File: config.mk
export PLATFORM = sky130hd
export DESIGN_NAME = dpwm_density_dac
export DESIGN_NICKNAME = d
export VERILOG_FILES = /design/src/rtl/dpwm_pkg.sv /design/src/rtl/dpwm_slot_counter.sv /design/src/rtl/dpwm_order_map.sv /design/src/rtl/dpwm_compare.sv /design/src/rtl/dpwm_density_dac.sv
export SDC_FILE = /design/constraint.sdc
export NUM_CORES = 1
export LEC_CHECK = 0
export BUFFER_PORTS_ARGS = -buffer_cell sky130_fd_sc_hd__buf_2
export CELL_PAD_IN_SITES_DETAIL_PLACEMENT = 2
export CELL_PAD_IN_SITES_GLOBAL_PLACEMENT = 2
export CORE_ASPECT_RATIO = 1.4
export CORE_MARGIN = 2
export CORE_UTILIZATION = 25
export DETAILED_ROUTE_END_ITERATION = 16
export MAX_ROUTING_LAYER = met4
export PLACE_DENSITY_LB_ADDON = 0.1
export SETUP_SLACK_MARGIN = 0.5
export SYNTH_ARGS = -nofsm -noshare
export SYNTH_HDL_FRONTEND = slang
export SYNTH_SLANG_ARGS = --single-unit
File: constraint.sdc
create_clock -name clk -period 1.6 [get_ports clk]
set_clock_uncertainty 0.2 [all_clocks]
set_input_delay 0.08 -clock clk [delete_from_list [all_inputs] [get_ports clk]]
set_output_delay 0.08 -clock clk [all_outputs]
set_load 0.02 [all_outputs]
File: src/rtl/dpwm_pkg.sv
package dpwm_pkg;

  // Bit order used to build the comparison key from the slot counter.
  typedef enum logic {
    ORDER_STRAIGHT = 1'b0,
    ORDER_REVERSED = 1'b1
  } order_e;

endpackage

File: src/rtl/dpwm_slot_counter.sv
module dpwm_slot_counter #(
  parameter int W = 10
) (
  input  logic         clk,
  input  logic         rst,
  output logic [W-1:0] slot,
  output logic         last_slot,
  output logic         first_slot
);

  localparam logic [W-1:0] SLOT_MAX = {W{1'b1}};

  // Free-running count; wraps naturally from SLOT_MAX to zero.
  always_ff @(posedge clk) begin
    if (rst) slot <= '0;
    else     slot <= slot + 1'b1;
  end

  assign last_slot  = (slot == SLOT_MAX);
  assign first_slot = (slot == '0);

endmodule

File: src/rtl/dpwm_order_map.sv
module dpwm_order_map #(
  parameter int              W     = 10,
  parameter dpwm_pkg::order_e ORDER = dpwm_pkg::ORDER_REVERSED
) (
  input  logic [W-1:0] slot,
  output logic [W-1:0] key
);

  // Pure wiring: reversed order puts the fastest counter bit on the key MSB.
  generate
    if (ORDER == dpwm_pkg::ORDER_REVERSED) begin : g_rev
      for (genvar i = 0; i < W; i++) begin : g_bit
        assign key[i] = slot[W-1-i];
      end
    end else begin : g_straight
      assign key = slot;
    end
  endgenerate

endmodule

File: src/rtl/dpwm_compare.sv
module dpwm_compare #(
  parameter int W = 10
) (
  input  logic         clk,
  input  logic         rst,
  input  logic [W-1:0] duty_in,
  input  logic         load,
  input  logic         first_slot,
  input  logic [W-1:0] key,
  output logic         pwm_q,
  output logic         mark_q
);

  logic [W-1:0] level_q;

  // Level is held for a whole period; captured at wrap or during reset.
  always_ff @(posedge clk) begin
    if (rst || load) level_q <= duty_in;
  end

  always_ff @(posedge clk) begin
    if (rst) begin
      pwm_q  <= 1'b0;
      mark_q <= 1'b0;
    end else begin
      pwm_q  <= (key < level_q);
      mark_q <= first_slot;
    end
  end

endmodule

File: src/rtl/dpwm_density_dac.sv
module dpwm_density_dac #(
  parameter int               W     = 10,
  parameter dpwm_pkg::order_e ORDER = dpwm_pkg::ORDER_REVERSED
) (
  input  logic         clk,
  input  logic         rst,
  input  logic [W-1:0] duty_in,
  output logic         pwm_out,
  output logic         period_mark
);

  logic [W-1:0] slot;
  logic [W-1:0] key;
  logic         last_slot;
  logic         first_slot;

  dpwm_slot_counter #(.W(W)) u_counter (
    .clk        (clk),
    .rst        (rst),
    .slot       (slot),
    .last_slot  (last_slot),
    .first_slot (first_slot)
  );

  dpwm_order_map #(.W(W), .ORDER(ORDER)) u_map (
    .slot (slot),
    .key  (key)
  );

  dpwm_compare #(.W(W)) u_compare (
    .clk        (clk),
    .rst        (rst),
    .duty_in    (duty_in),
    .load       (last_slot),
    .first_slot (first_slot),
    .key        (key),
    .pwm_q      (pwm_out),
    .mark_q     (period_mark)
  );

endmodule

Word level (Yosys, flattened, before mapping)
Cells that the tools add are included.
{ "word_totals": {"regBits": 22, "out_inout_bits": 2, "in_bits": 12, "elab_cells": 9} }
{ "op_classes": {"n_lt_le_gt_ge": 1, "reduce_logical": 2, "add_sub_neg": 1, "eq_ne": 1} }
{ "ops": {"columns": ["operator", "n"], "rows": [
  ["$add A10 B1 Y10 const B", 1],
  ["$eq A10 B10 Y1 const B", 1],
  ["$logic_not A10 Y1", 1],
  ["$lt A10 B10 Y1", 1],
  ["$logic_or A1 B1 Y1", 1]
]} }

Longest topological paths before layout
{ "logic_depth": {"depth_word": 2, "ltp_mapped": 6, "depth_no_buf": 6} }

Modules after synthesis
Synthesis repeated with hierarchy kept, for this count alone.
{ "hier_totals": {"cells_unflattened": 108, "area_unflattened_um2": 1126.1} }
{ "modules_own_cells": {"columns": ["mod", "instances", "area_per_inst_um2", "seq_area_each_um2", "cells_per_inst"], "rows": [
  ["dpwm_compare", 1, 593.1, 340.3, 46],
  ["dpwm_slot_counter", 1, 457.9, 200.2, 52],
  ["dpwm_order_map", 1, 75.1, 0.0, 10]
]} }

Least setup slack after synthesis
No wires, ideal clock.
{ "synth_path": {"path_kind": "register to register", "start": "reg u_counter.slot[0]", "end": "reg u_compare.level_q[0], enable pin", "required_ps": 1060, "synth_period_minus_slack_ps": 1716, "path_buffers": 0, "stages_incl_launch_ff": 4, "setup_ps": 340, "arrival_time_ps": 1175, "path_slack_ps": -116, "cell_sequence": "dfxtp_1 -> ha_1 -> and4_2 -> a41o_1"} }
{ "synth_between": {"elab_chain_len": 2} }
{ "synth_rtl": {"columns": ["item", "line_no", "text"], "rows": [
  ["start: declaration", "dpwm_slot_counter.sv:6", "output logic [W-1:0] slot,"],
  ["start signal: assignment", "dpwm_slot_counter.sv:16", "else slot <= slot + 1'b1;"],
  ["$eq A10 B10 Y1", "dpwm_slot_counter.sv:19", "assign last_slot = (slot == SLOT_MAX);"],
  ["$logic_or A1 B1 Y1", "dpwm_compare.sv:18", "if (rst || load) level_q <= duty_in;"],
  ["end signal: assignment", "dpwm_compare.sv:18", null],
  ["end: declaration", "dpwm_compare.sv:14", "logic [W-1:0] level_q;"]
]} }
Every way passes these cells.
A chain may end at the register's enable or synchronous reset.

Worst setup path after layout
{ "layout_path": {"start": "reg u_counter.slot[1]", "end": "reg u_compare.level_q[0], enable pin"} }
Same word-level chain as after synthesis.

==> reports/results.tsv <==
stage	metric	value	unit
yosys	post-synthesis register bit count	22	
clock_tree	CTS sink count	22	
clock_tree	Clock Path Buffers	2	
yosys	synthesized instance count	94	
floorplanning	Die Width	58.2	um
flow_run	Max-Cap Viols	0	
sta	max-slew violations	0	
power	Peak VDD IR	0.428	mV
worst_setup_path	crit-path max FO	5	
run_status	status	completed	
routing	DR vias/cell	4.59	
power	pwr dens	760	mW/mm^2
global_route	grt ovf	0	
worst_setup_path	crit-path cells	ha_4, and4_4, a41o_4	
global_route	global-route wire length before repair	4.32	mm
yosys	top cells by area, synth	edfxtp_1 29%, dfxtp_1 23%, ha_1 13%	
placed_design	# port buffers	13	
power	Power Total	1.17	mW
clock_tree	clk_lat worst skew	0.26	ns
worst_setup_path	crit end category	flip-flop	
clock_tree	Clock transition at path regs	0.08	ns
yosys	Netlist Area Pre-Place	0.00103	mm^2
routing	DRC	0	
global_route	Total GRT Usage	12.9	%
yosys	area share of the largest cell type after synthesis	29.2	%
finish	commonest cells after routing, fill and taps aside	13 x dlygate4sd3_1, 13 x buf_2, 10 x edfxtp_1, 9 x inv_1, 9 x nor2_1	
power	leakage power figure	0.649	nW
sta	RSZ-0062 raised after global routing	true	
clock_tree	number of CTS-inserted buffers	3	
routing	Avg WL per Cell	15.2	um
routing	Post-DRT Antenna Nets	0	
sta	Final Hold Fails	0	
floorplanning	Starting Density	26.0	%
floorplanning	Die H	79.8	um
placed_design	DPL Wire Length	1.68	mm
yosys	Syn Nets	117	
worst_setup_path	crit path launch type	flip-flop	
yosys	sequential cell area fraction in the yosys report	52.6	%
routing	final wirelength	2.67	mm
finish	P&R area growth vs syn	50.3	%
sta	Worst slew margin	78.3	%
yosys	Avg Synthesized Cell Area	10.9	um^2
worst_setup_path	data required time of the worst path	1.37	ns
sta	worst-margin pin slew	0.325	ns
floorplanning	die area	0.00464	mm^2
global_route	vias in the first global route	937	
yosys	yosys warns	0	
sta	Setup-failing EPs final	0	
global_route	initial antenna violation count	0	
worst_setup_path	CP peak stage delay	0.38	ns
clock_tree	H-Tree Depth	1	
floorplanning	Site Rows	27	
sta	fmax	666	MHz
sta	Sum Neg Setup Slack	0	ns
routing	1st-iter DRT viols	13	
placed_design	GPL Wtd Cong	0.654	
worst_setup_path	critical path data arrival time	1.27	ns
worst_setup_path	R2R Setup Slk	0.1	ns
yosys	leading area contributor after synthesis	edfxtp_1	
worst_setup_path	CP bufs+invs	0	
worst_setup_path	slowest CP cell	dfxtp_4	
floorplanning	num ports	14	
sta	Final period util	93.8	%
clock_tree	root buf cell	clkbuf_8	
global_route	pin count of the biggest net entering global routing	15	
finish	antenna cells	0	
yosys	Cell variety after synth	26	
clock_tree	CTS tree	yes	
hold_path	worst hold path type	in2reg	
routing	routed vias	807	
finish	nets	157	
sta	Tmin final	1.50	ns
routing	drt pass-1 iters	3	
floorplanning	core area	0.00395	mm^2
worst_setup_path	WS Path Type	reg2reg	
worst_setup_path	Crit path max-delay family	flip-flops	
finish	layout cells sized above 1	40.6	%
-- cell usage after synthesis, drive strengths merged --
master and n:
a41o 1, xnor2 3, ha 11, and4b 1, a211oi 1, nand4 2, nor3 3, a21oi 4
or3 1, nor2 9, nand2 5, o21ai 3, edfxtp 10, and3 1, nor2b 1, a21o 1
nand2b 1, and4 1, inv 11, buf 1, nor4 3, xor2 4, dfxtp 12, nand3 4
-- area by class of cell --
class,count,area (um^2)
Clock buffer,4,45.0
Fill cell,420,2410
Inverter,11,41.3
Multi-Input combinational cell,61,568
Sequential cell,22,562
Tap cell,43,53.8
Timing Repair Buffer,35,274
-- metrics by stage --
stage	worst slack, ns	instance area (um^2)	utilization, %	instances	hold slack [ns]
4_1_cts	0.0952	1470	37.1	172	-0.0289
6_report	0.0995	1540	39.1	176	0.0351
3_5_place_dp	0.0677	1200	30.4	149	0.0587
3_3_place_gp	0.0815	1200	30.4	149	0.0561
2_1_floorplan	0.147	1090	-	94	-0.0581
5_1_grt	0.0622	1540	39.1	176	0.0643
-- sequential cells by signal (all words and copies together), names as in the netlist --
signal	flops
u_compare.level_q	10
u_compare.mark_q	1
u_compare.pwm_q	1
u_counter.slot	10
-- worst register-to-register path, cell delays in order, from the launching register on --
cell and delay (ns):
dfxtp_4 0.38, ha_4 0.15, and4_4 0.24, a41o_4 0.24
-- metal layers --
metal	global-route usage (%)	routed length, um	vias up
met1	13.7	1100	381
met5	-	0	-
met2	23.9	1500	14
li1	-	-	410
met3	1.94	54	2
met4	4.19	18	0
-- cell families (layout without fill, tap and decap cells) --
group | Yosys count | after routing | share of synthesized area, %
simple gates | 32 | 32 | 17.1
flops | 22 | 22 | 52.6
buf+inv | 12 | 50 | 5.12
fa+ha+maj | 11 | 11 | 13.4
compound gates | 10 | 11 | 5.85
xor+xnor | 7 | 7 | 5.97
-- timing repair --
| item | CTS | global route |
|---|---|---|
| gates cloned | 1 | 0 |
| endpoints found under the hold margin | 16 | 3 |
| pin swaps | 2 | 5 |
| hold buffers | 10 | 3 |
| setup endpoints to repair | 19 | 21 |
| gates resized for setup | 10 | 8 |
| setup buffers | 8 | 1 |
-- final timing paths --
check | from | to | depth (start not counted)
max | u_counter.slot[1] | u_compare.level_q[0] | 3
min | rst | u_compare.pwm_q | 4
max reg2reg | u_counter.slot[1] | u_compare.level_q[0] | 3
min reg2reg | u_counter.slot[0] | u_counter.slot[0] | 1
-- power breakdown --
group	leakage [nW]	switching [mW]	internal, mW
logic	0.426	0.0827	0.0962
registers	0.201	0.0189	0.619
clock network	0.0228	0.179	0.177
total	0.649	0.280	0.893
(Power assumes the default switching activity.)
